[src/rtl/dmwb_pkg.sv]
package dmwb_pkg;
  typedef enum logic [2:0] {
    S_IDLE,
    S_COMPARE,
    S_VSAVE,
    S_WRITEBACK,
    S_REFILL,
    S_COMPLETE
  } cst_e;
endpackage

[src/rtl/dmwb_store.sv]
module dmwb_store #(
  parameter int DATA_W = 32,
  parameter int WORDS  = 4,
  parameter int LINES  = 8,
  parameter int TAG_W  = 5,
  localparam int OFF_W = $clog2(WORDS),
  localparam int IDX_W = $clog2(LINES)
) (
  input  logic                    clk,
  input  logic                    rst_n,
  input  logic [IDX_W-1:0]        idx,
  input  logic [OFF_W-1:0]        off,
  input  logic [TAG_W-1:0]        cmp_tag,
  output logic                    hit,
  output logic                    line_dirty,
  output logic [TAG_W-1:0]        line_tag,
  output logic [WORDS*DATA_W-1:0] line_blk,
  output logic [DATA_W-1:0]       word_q,
  input  logic                    fill_we,
  input  logic [OFF_W-1:0]        fill_off,
  input  logic [DATA_W-1:0]       fill_data,
  input  logic                    fill_last,
  input  logic                    cpu_we,
  input  logic [DATA_W-1:0]       cpu_data
);
  logic [LINES-1:0]  valid_q;
  logic [LINES-1:0]  dirty_q;
  logic [TAG_W-1:0]  tag_q  [LINES];
  logic [DATA_W-1:0] data_q [LINES][WORDS];

  // state bits with reset
  always_ff @(posedge clk) begin
    if (!rst_n) begin
      valid_q <= '0;
      dirty_q <= '0;
    end else begin
      if (fill_last) begin
        valid_q[idx] <= 1'b1;
        dirty_q[idx] <= 1'b0;
      end
      if (cpu_we) dirty_q[idx] <= 1'b1;
    end
  end

  // payload without reset
  always_ff @(posedge clk) begin
    if (fill_we)   data_q[idx][fill_off] <= fill_data;
    if (fill_last) tag_q[idx] <= cmp_tag;
    if (cpu_we)    data_q[idx][off] <= cpu_data;
  end

  assign hit        = valid_q[idx] && (tag_q[idx] == cmp_tag);
  assign line_dirty = valid_q[idx] && dirty_q[idx];
  assign line_tag   = tag_q[idx];
  assign word_q     = data_q[idx][off];

  for (genvar w = 0; w < WORDS; w++) begin : g_blk
    assign line_blk[w*DATA_W +: DATA_W] = data_q[idx][w];
  end

  p_fill_clears_dirty_r4: assert property (@(posedge clk) disable iff (!rst_n)
    fill_last |=> !dirty_q[$past(idx)]);

  p_store_marks_dirty_r3: assert property (@(posedge clk) disable iff (!rst_n)
    cpu_we |=> dirty_q[$past(idx)] && valid_q[$past(idx)]);
endmodule

[src/rtl/dmwb_victim.sv]
module dmwb_victim #(
  parameter int DATA_W = 32,
  parameter int WORDS  = 4,
  parameter int BLK_W  = 8,
  localparam int OFF_W = $clog2(WORDS),
  localparam int ADDR_W = BLK_W + OFF_W
) (
  input  logic                    clk,
  input  logic                    rst_n,
  input  logic                    load,
  input  logic [BLK_W-1:0]        load_blk,
  input  logic [WORDS*DATA_W-1:0] load_data,
  input  logic                    grant,
  input  logic                    ack,
  output logic                    busy,
  output logic                    req,
  output logic [ADDR_W-1:0]       addr,
  output logic [DATA_W-1:0]       wdata
);
  logic                    busy_q;
  logic [OFF_W-1:0]        cnt_q;
  logic [BLK_W-1:0]        blk_q;
  logic [WORDS*DATA_W-1:0] data_q;
  logic                    beat_done;

  assign beat_done = busy_q && grant && ack;

  always_ff @(posedge clk) begin
    if (!rst_n) begin
      busy_q <= 1'b0;
      cnt_q  <= '0;
      blk_q  <= '0;
      data_q <= '0;
    end else if (load) begin
      busy_q <= 1'b1;
      cnt_q  <= '0;
      blk_q  <= load_blk;
      data_q <= load_data;
    end else if (beat_done) begin
      cnt_q <= cnt_q + 1'b1;
      if (cnt_q == OFF_W'(WORDS-1)) busy_q <= 1'b0;
    end
  end

  assign busy  = busy_q;
  assign req   = busy_q && grant;
  assign addr  = {blk_q, cnt_q};
  assign wdata = data_q[cnt_q*DATA_W +: DATA_W];

  p_load_only_when_empty_r11: assert property (@(posedge clk) disable iff (!rst_n)
    load |-> !busy_q);

  p_drain_addr_steps_r6: assert property (@(posedge clk) disable iff (!rst_n)
    (beat_done && cnt_q != OFF_W'(WORDS-1)) |=> (addr == $past(addr) + 1'b1));
endmodule

[src/rtl/dmwb_cache.sv]
module dmwb_cache
  import dmwb_pkg::*;
#(
  parameter int ADDR_W     = 10,
  parameter int DATA_W     = 32,
  parameter int LINES      = 8,
  parameter int WORDS      = 4,
  parameter int VICTIM_BUF = 1
) (
  input  logic              clk,
  input  logic              rst_n,
  input  logic              cpu_req,
  input  logic              cpu_we,
  input  logic [ADDR_W-1:0] cpu_addr,
  input  logic [DATA_W-1:0] cpu_wdata,
  output logic              cpu_stall,
  output logic              cpu_rsp_valid,
  output logic [DATA_W-1:0] cpu_rdata,
  output logic              mem_req,
  output logic              mem_we,
  output logic [ADDR_W-1:0] mem_addr,
  output logic [DATA_W-1:0] mem_wdata,
  input  logic              mem_ack,
  input  logic [DATA_W-1:0] mem_rdata
);
  localparam int OFF_W = $clog2(WORDS);
  localparam int IDX_W = $clog2(LINES);
  localparam int TAG_W = ADDR_W - OFF_W - IDX_W;
  localparam int BLK_W = ADDR_W - OFF_W;

  function automatic logic [OFF_W-1:0] f_off(input logic [ADDR_W-1:0] a);
    return a[OFF_W-1:0];
  endfunction
  function automatic logic [IDX_W-1:0] f_idx(input logic [ADDR_W-1:0] a);
    return a[OFF_W +: IDX_W];
  endfunction
  function automatic logic [TAG_W-1:0] f_tag(input logic [ADDR_W-1:0] a);
    return a[ADDR_W-1 -: TAG_W];
  endfunction
  function automatic logic [ADDR_W-1:0] f_word(input logic [TAG_W-1:0] t,
                                               input logic [IDX_W-1:0] i,
                                               input logic [OFF_W-1:0] o);
    return {t, i, o};
  endfunction

  cst_e st_q, st_d, after_save;

  logic              r_we;
  logic [ADDR_W-1:0] r_addr;
  logic [DATA_W-1:0] r_wdata;
  logic [OFF_W-1:0]  fill_cnt;

  logic [IDX_W-1:0] r_idx;
  logic [OFF_W-1:0] r_off;
  logic [TAG_W-1:0] r_tag;

  // named internal events
  logic ev_hit, ev_miss, ready, accept, fill_beat, fill_last, vb_load, cpu_wr;
  logic in_refill;

  // store outputs
  logic                    hit, line_dirty;
  logic [TAG_W-1:0]        line_tag;
  logic [WORDS*DATA_W-1:0] line_blk;
  logic [DATA_W-1:0]       word_q;

  // victim holding register
  logic              vb_busy, vb_req, vb_grant, vb_ack;
  logic [ADDR_W-1:0] vb_addr;
  logic [DATA_W-1:0] vb_wdata;

  assign r_idx = f_idx(r_addr);
  assign r_off = f_off(r_addr);
  assign r_tag = f_tag(r_addr);

  assign in_refill = (st_q == S_REFILL);
  assign ev_hit    = (st_q == S_COMPARE) && hit;
  assign ev_miss   = (st_q == S_COMPARE) && !hit;
  assign ready     = (st_q == S_IDLE) || ev_hit;
  assign accept    = cpu_req && ready;
  assign fill_beat = in_refill && mem_ack;
  assign fill_last = fill_beat && (fill_cnt == OFF_W'(WORDS-1));
  assign vb_load   = (st_q == S_VSAVE);
  assign cpu_wr    = r_we && (ev_hit || (st_q == S_COMPLETE));

  // variant: refill first (holding register frees the port) or write-back first
  if (VICTIM_BUF != 0) begin : g_refill_first
    assign after_save = S_REFILL;
  end else begin : g_wb_first
    assign after_save = S_WRITEBACK;
  end

  always_comb begin
    st_d = st_q;
    case (st_q)
      S_IDLE:      if (accept) st_d = S_COMPARE;
      S_COMPARE: begin
        if (hit)           st_d = accept ? S_COMPARE : S_IDLE;
        else if (!vb_busy) st_d = line_dirty ? S_VSAVE : S_REFILL;
      end
      S_VSAVE:     st_d = after_save;
      S_WRITEBACK: if (!vb_busy) st_d = S_REFILL;
      S_REFILL:    if (fill_last) st_d = S_COMPLETE;
      S_COMPLETE:  st_d = S_IDLE;
      default:     st_d = S_IDLE;
    endcase
  end

  always_ff @(posedge clk) begin
    if (!rst_n) begin
      st_q     <= S_IDLE;
      r_we     <= 1'b0;
      r_addr   <= '0;
      r_wdata  <= '0;
      fill_cnt <= '0;
    end else begin
      st_q <= st_d;
      if (accept) begin
        r_we    <= cpu_we;
        r_addr  <= cpu_addr;
        r_wdata <= cpu_wdata;
      end
      if (!in_refill)     fill_cnt <= '0;
      else if (fill_beat) fill_cnt <= fill_cnt + 1'b1;
    end
  end

  dmwb_store #(
    .DATA_W(DATA_W), .WORDS(WORDS), .LINES(LINES), .TAG_W(TAG_W)
  ) u_store (
    .clk       (clk),
    .rst_n     (rst_n),
    .idx       (r_idx),
    .off       (r_off),
    .cmp_tag   (r_tag),
    .hit       (hit),
    .line_dirty(line_dirty),
    .line_tag  (line_tag),
    .line_blk  (line_blk),
    .word_q    (word_q),
    .fill_we   (fill_beat),
    .fill_off  (fill_cnt),
    .fill_data (mem_rdata),
    .fill_last (fill_last),
    .cpu_we    (cpu_wr),
    .cpu_data  (r_wdata)
  );

  assign vb_grant = !in_refill;
  assign vb_ack   = mem_ack && vb_grant;

  dmwb_victim #(
    .DATA_W(DATA_W), .WORDS(WORDS), .BLK_W(BLK_W)
  ) u_victim (
    .clk      (clk),
    .rst_n    (rst_n),
    .load     (vb_load),
    .load_blk ({line_tag, r_idx}),
    .load_data(line_blk),
    .grant    (vb_grant),
    .ack      (vb_ack),
    .busy     (vb_busy),
    .req      (vb_req),
    .addr     (vb_addr),
    .wdata    (vb_wdata)
  );

  assign mem_req   = in_refill || vb_req;
  assign mem_we    = !in_refill && vb_req;
  assign mem_addr  = in_refill ? f_word(r_tag, r_idx, fill_cnt) : vb_addr;
  assign mem_wdata = vb_wdata;

  assign cpu_stall     = !ready;
  assign cpu_rsp_valid = ev_hit || (st_q == S_COMPLETE);
  assign cpu_rdata     = word_q;

  p_complete_after_refill_r4: assert property (@(posedge clk) disable iff (!rst_n)
    (st_q == S_COMPLETE) |-> ($past(st_q) == S_REFILL));

  p_line_present_at_complete_r10: assert property (@(posedge clk) disable iff (!rst_n)
    (st_q == S_COMPLETE) |-> hit);

  p_stall_with_rsp_only_at_end_r9: assert property (@(posedge clk) disable iff (!rst_n)
    (cpu_rsp_valid && cpu_stall) |-> (st_q == S_COMPLETE));

  p_victim_held_after_save_r7: assert property (@(posedge clk) disable iff (!rst_n)
    $rose(vb_busy) |-> (st_q == after_save));

  p_miss_waits_drain_r11: assert property (@(posedge clk) disable iff (!rst_n)
    (ev_miss && vb_busy) |=> (st_q == S_COMPARE));

  p_no_write_in_refill_r7: assert property (@(posedge clk) disable iff (!rst_n)
    in_refill |-> !mem_we);
endmodule

[config.mk]
export PLATFORM = sky130hd
export DESIGN_NAME = dmwb_cache
export DESIGN_NICKNAME = d
export VERILOG_FILES = /design/src/rtl/dmwb_pkg.sv /design/src/rtl/dmwb_store.sv /design/src/rtl/dmwb_victim.sv /design/src/rtl/dmwb_cache.sv
export SDC_FILE = /design/constraint.sdc
export NUM_CORES = 1
export LEC_CHECK = 0
export BUFFER_PORTS_ARGS = -buffer_cell sky130_fd_sc_hd__buf_2
export CAP_MARGIN = 10
export CORE_MARGIN = 1
export CORE_UTILIZATION = 50
export DETAILED_ROUTE_END_ITERATION = 8
export PLACE_DENSITY = 0.72
export SLEW_MARGIN = 20
export SYNTH_ARGS = -nofsm -noshare
export SYNTH_HDL_FRONTEND = slang
export SYNTH_SLANG_ARGS = --single-unit
[constraint.sdc]
create_clock -name clk -period 5 [get_ports clk]
set_clock_uncertainty 0.1 [all_clocks]
set_input_delay 0 -clock clk [delete_from_list [all_inputs] [get_ports clk]]
set_output_delay 0 -clock clk [all_outputs]
set_load 0.1 [all_outputs]
==> results of run 1 <==
area by class of cell:
cell class,count,area share
Sequential cell,1270,0.613
Multi-Input combinational cell,1200,0.238
Clock buffer,181,0.0632
Timing Repair Buffer,329,0.0446
Tap cell,1357,0.0288
Clock inverter,58,0.00914
Inverter,40,0.00255
Antenna cell,3,0.000128
critical path: stages, from the launching register on:
cell     delay [ps]
dfxtp_4         700
buf_4           490
buf_16          300
buf_4           560
mux4_2          350
mux2i_1         100
mux4_2          520
inv_1           210
buf_2           470
layer usage:
| layer | part of all wire | vias up | GRT usage |
|---|---|---|---|
| li1 | - | 11400 | - |
| met1 | 0.38 | 14500 | 0.363 |
| met2 | 0.46 | 1735 | 0.417 |
| met3 | 0.12 | 289 | 0.0789 |
| met4 | 0.039 | 10 | 0.108 |
| met5 | 0.00049 | - | 0 |
sequential cells by signal (all words and copies together), names as in the netlist, 2 cells and up, named ones only:
register	cells
r_addr	10
u_victim.data_q	128
u_store.valid_q	8
st_q	3
u_victim.blk_q	8
u_victim.cnt_q	2
u_store.data_q	1024
fill_cnt	2
u_store.tag_q	40
r_wdata	32
path summary, 6_finish.rpt:
check | from | end | slack (ps) | cells after the start
worst max register to register | flip-flop | u_store.data_q[0][72] | 610 | 8
worst min register to register | u_victim.data_q[126] | u_victim.data_q[126] | 350 | 2
worst min-delay path | cpu_wdata[11] | r_wdata[11] | 50 | 4
worst max-delay path | flip-flop | cpu_rdata[4] | 390 | 8
kinds of logic (layout without fill, tap and decap cells):
kind of cell | count (synthesis) | count (layout) | synth area share
flip-flops | 1270 | 1270 | 0.712
AO/OA/AOI/OAI | 300 | 300 | 0.0319
buffers and inverters | 213 | 608 | 0.0190
other | 0 | 3 | 0
multiplexers | 613 | 613 | 0.211
adder cells (fa/ha/maj) | 5 | 5 | 0.00123
AND/OR/NAND/NOR | 280 | 280 | 0.0246
XOR/XNOR | 2 | 2 | 0.000346
cells in the mapped netlist (2+ instances only):
library cell / n / area share
a21oi_1: 88 / 0.0087
mux2i_1: 151 / 0.030
inv_1: 39 / 0.0029
ha_1: 5 / 0.0012
mux4_2: 322 / 0.14
or4_1: 9 / 0.0013
o31ai_1: 4 / 0.00059
nand4_1: 3 / 0.00037
dfxtp_1: 206 / 0.081
clkbuf_1: 104 / 0.0077
mux2_2: 12 / 0.0027
edfxtp_1: 1064 / 0.63
nand2b_1: 6 / 0.00074
or3_1: 7 / 0.00086
and4_1: 2 / 0.00035
a22oi_2: 2 / 0.00049
mux2_4: 92 / 0.027
nor2_1: 38 / 0.0028
nand3b_1: 4 / 0.00059
a22o_1: 11 / 0.0019
buf_1: 19 / 0.0014
buf_4: 2 / 0.00030
mux2_1: 36 / 0.0080
and2_1: 2 / 0.00025
nor2b_1: 5 / 0.00062
o21ai_0: 180 / 0.018
nand2_1: 146 / 0.011
nand3_1: 52 / 0.0051
buf_6: 13 / 0.0029
buf_2: 34 / 0.0034
o21ai_1: 4 / 0.00040
nor3_1: 3 / 0.00030
power by group through the flow:
stage | registers, mW | logic (mW) | clock network, mW
floorplan | 11.7 | 1.20 | 0
global placement | 11.8 | 1.62 | 0
detailed placement | 11.8 | 1.65 | 0
CTS | 11.6 | 1.72 | 9.71
global route | 11.6 | 1.81 | 10.1
finish | 11.6 | 1.74 | 9.61
==> qor.yml, run 1 <==
grt_pass1_vias: 28400
core_area_sq_mm: 0.100
synthArstFlopShare: 0
final_cells: 4438
drc: 0
clk_latency_ps: 730
multiInputGateArea_sq_mm: 0.0140
io_pins: 157
slew_headroom: 0.247
crit_type: "flip-flop to output pin"
path_max_fanout: 33
wire_per_inst_um: 31.0
clk_path_buf_depth: 3
whs_ps: 50.8
antenna_found_initial: 15
final_cell_mix: "edfxtp_1, mux4_2, dfxtp_1, o21ai_0, buf_2"
grt_max_degree: 131
netlist_instances: 2683
setup_viol: 0
synthFlopType: "edfxtp_1"
maxCapViolCount: 0
tightest_slew_ps: 1130
min-delay-path-class: "input pin to flip-flop"
overflow: 0
hold_viol_final: 0
drive_gt1_frac: 0.289
required_ps: 4900
critPathCaptureType: "output pin"
clockPowerShare: 0.419
rsz0062_at_grt: "no"
row_count: 116
timing.final.crit_share: 0.923
dp_hpwl_mm: 81.8
vias: 28000
post_cts_buffers: 0
fin_crit_ps: 4610
preCtsSetupSlack_ps: 667
cts.clk_slew.worst_paths_ps: 60
die_area_sq_mm: 0.103
slew_viol_final: 0
max_freq_mhz: 217
cts.hold.buffers_added: 103
cts_resized: 0
intPower_mw: 17.7
groute.usage.overall: 0.271
routed_via_density: 6.30
drt_pass1_iterations: 6
root_buffer: "clkbuf_16"
syn_nets: 2767
utilization: 0.587
cp-start-kind: "flip-flop"
worst_slack_ps: 387
cts_inserted_buffers: 130
die_h_um: 320
start_util: 0.505
final_cell_area_sq_mm: 0.0589
grt_pass1_wl_mm: 196
switching_share: 0.229
fp.dieW_um: 320
p_comb_frac: 0.076
synth-seq-cells: 1270
numClockSinks: 1270
synth-edff-count: 1064
dp_cells: 4092
nets: 3055
num-fill-cells: 7127
powerDensity_mw_per_mm2: 390
status: "complete, no violations"
final_common_cell: "edfxtp_1"
place_congestion: 0.902
h-tree-depth: 4
tns_ps: 0
synthesis.area_sq_mm: 0.0507
avgSynthCellArea_sq_um: 18.9
placed_cell_area_sq_mm: 0.0535
yosysWarnings: 0
worst-endpoint-arrival_ps: 4510
drtAntennaViolNets: 0
ff_latch_area_sq_mm: 0.0361
ir_drop_mv: 0.292
area_delta_synth_final_pct: 16.2
synth.distinct_cells: 50
cts_tree: "done"
port_buffers: 156
p_sw_mw: 5.25
drtIter0Drc: 3737
ys_seq_area_frac: 0.712
routed_wirelength_mm: 137
p_leak_nw: 19.1
p_total_mw: 22.9
power_frac_seq: 0.505
Power figures use the tool's default switching activity.
==> run 2: changes to the inputs <==
--- a/config.mk
+++ b/config.mk
@@ -8,9 +8,9 @@
 export BUFFER_PORTS_ARGS = -buffer_cell sky130_fd_sc_hd__buf_2
 export CAP_MARGIN = 10
 export CORE_MARGIN = 1
-export CORE_UTILIZATION = 50
+export CORE_UTILIZATION = 30
 export DETAILED_ROUTE_END_ITERATION = 8
-export PLACE_DENSITY = 0.72
+export PLACE_DENSITY = 0.5
 export SLEW_MARGIN = 20
 export SYNTH_ARGS = -nofsm -noshare
 export SYNTH_HDL_FRONTEND = slang
==> qor.yml, run 2 (synthesis results as in run 1) <==
port_buffers: 156
maxCapViolCount: 0
antenna_found_initial: 25
final_common_cell: "edfxtp_1"
die_area_sq_mm: 0.171
whs_ps: 28.6
root_buffer: "clkbuf_16"
critPathCaptureType: "output pin"
numClockSinks: 1270
max_freq_mhz: 222
dp_hpwl_mm: 93.8
grt_pass1_vias: 27700
rsz0062_at_grt: "no"
die_h_um: 413
dp_cells: 4964
regMostFlops: "u_store.data_q"
clk_path_buf_depth: 3
status: "complete, no violations"
timing.final.crit_share: 0.899
core_area_sq_mm: 0.167
grt_pass1_wl_mm: 216
drive_gt1_frac: 0.294
tns_ps: 0
drtAntennaViolNets: 0
nets: 3104
largest_register_ffs: 1024
required_ps: 4900
fin_crit_ps: 4490
slew_viol_final: 0
row_count: 150
slew_headroom: 0.228
reg.largest.list: "u_store.data_q x1024, u_victim.data_q x128, u_store.tag_q x40"
p_leak_nw: 19.4
area_delta_synth_final_pct: 19.6
crit_type: "flip-flop to output pin"
vias: 27500
wire_per_inst_um: 29.2
post_cts_buffers: 0
grt_max_degree: 130
hold_viol_final: 0
drtIter0Drc: 2560
groute.usage.overall: 0.183
setup_viol: 0
cts.clk_slew.worst_paths_ps: 60
final_cell_mix: "edfxtp_1, mux4_2, dfxtp_1, o21ai_0, buf_2"
min-delay-path-class: "input pin to flip-flop"
place_congestion: 0.745
cp-start-kind: "flip-flop"
clk_latency_ps: 760
cts_tree: "done"
routed_wirelength_mm: 156
overflow: 0
io_pins: 157
final_cells: 5337
cts_inserted_buffers: 134
routed_via_density: 5.15
ir_drop_mv: 0.335
path_max_fanout: 92
fp.dieW_um: 413
powerDensity_mw_per_mm2: 386
utilization: 0.362
tightest_slew_ps: 1160
drt_pass1_iterations: 5
drc: 0
h-tree-depth: 4
worst-endpoint-arrival_ps: 4390
start_util: 0.303
run 2: cell type report:
type	count	area [sq um]
flip-flops and latches	1270	36100
diodes	3	7.51
well taps	2204	2760
fillers	15700	107000
inverters	40	150
repair buffers	374	3140
clock inverters	70	686
clock buffers	176	3730
multi-input cells	1200	14000
run 2: through the flow:
step | setup slack [ps] | area, sq um | power, mW
detailed placement | 691 | 54900 | 13.5
global placement | 756 | 54900 | 13.5
finish | 505 | 60600 | 23.4
CTS | 396 | 60600 | 23.6
floorplan | 703 | 50700 | 12.9
global route | 379 | 60600 | 24.1
run 2: critical path, cell delays in order, from the launching register on:
cell,delay [ps]
dfxtp_4,380
buf_12,580
buf_4,840
mux2i_1,370
mux4_2,540
inv_1,220
buf_2,480
run 2: power breakdown:
part	internal, mW	total (mW)	leakage [nW]	switching, mW
registers	11.5	11.6	11.3	0.0967
clock network	5.88	10.0	2.16	4.14
logic	0.607	1.76	5.96	1.15
total	18.0	23.4	19.4	5.39
run 2: what timing repair did:
action / 4_1_cts / 5_1_grt
hold endpoints to repair: 1200 / 0
hold buffers: 124 / 0
resized for setup: 0 / 0
run 2: worst paths after layout:
| path | from | end | slack, ps | depth (start not counted) |
|---|---|---|---|---|
| worst min register to register | u_victim.data_q[50] | u_victim.data_q[50] | 350 | 2 |
| worst max-delay path | flip-flop | cpu_rdata[6] | 510 | 6 |
| worst max register to register | flip-flop | u_store.data_q[0][96] | 670 | 8 |
| worst min-delay path | cpu_addr[2] | flip-flop | 30 | 4 |
run 2: layer usage:
layer	GRT usage	part of all wire
met4	0.0416	0.017
met3	0.0301	0.063
met1	0.261	0.45
met2	0.290	0.47
met5	0	0.00026
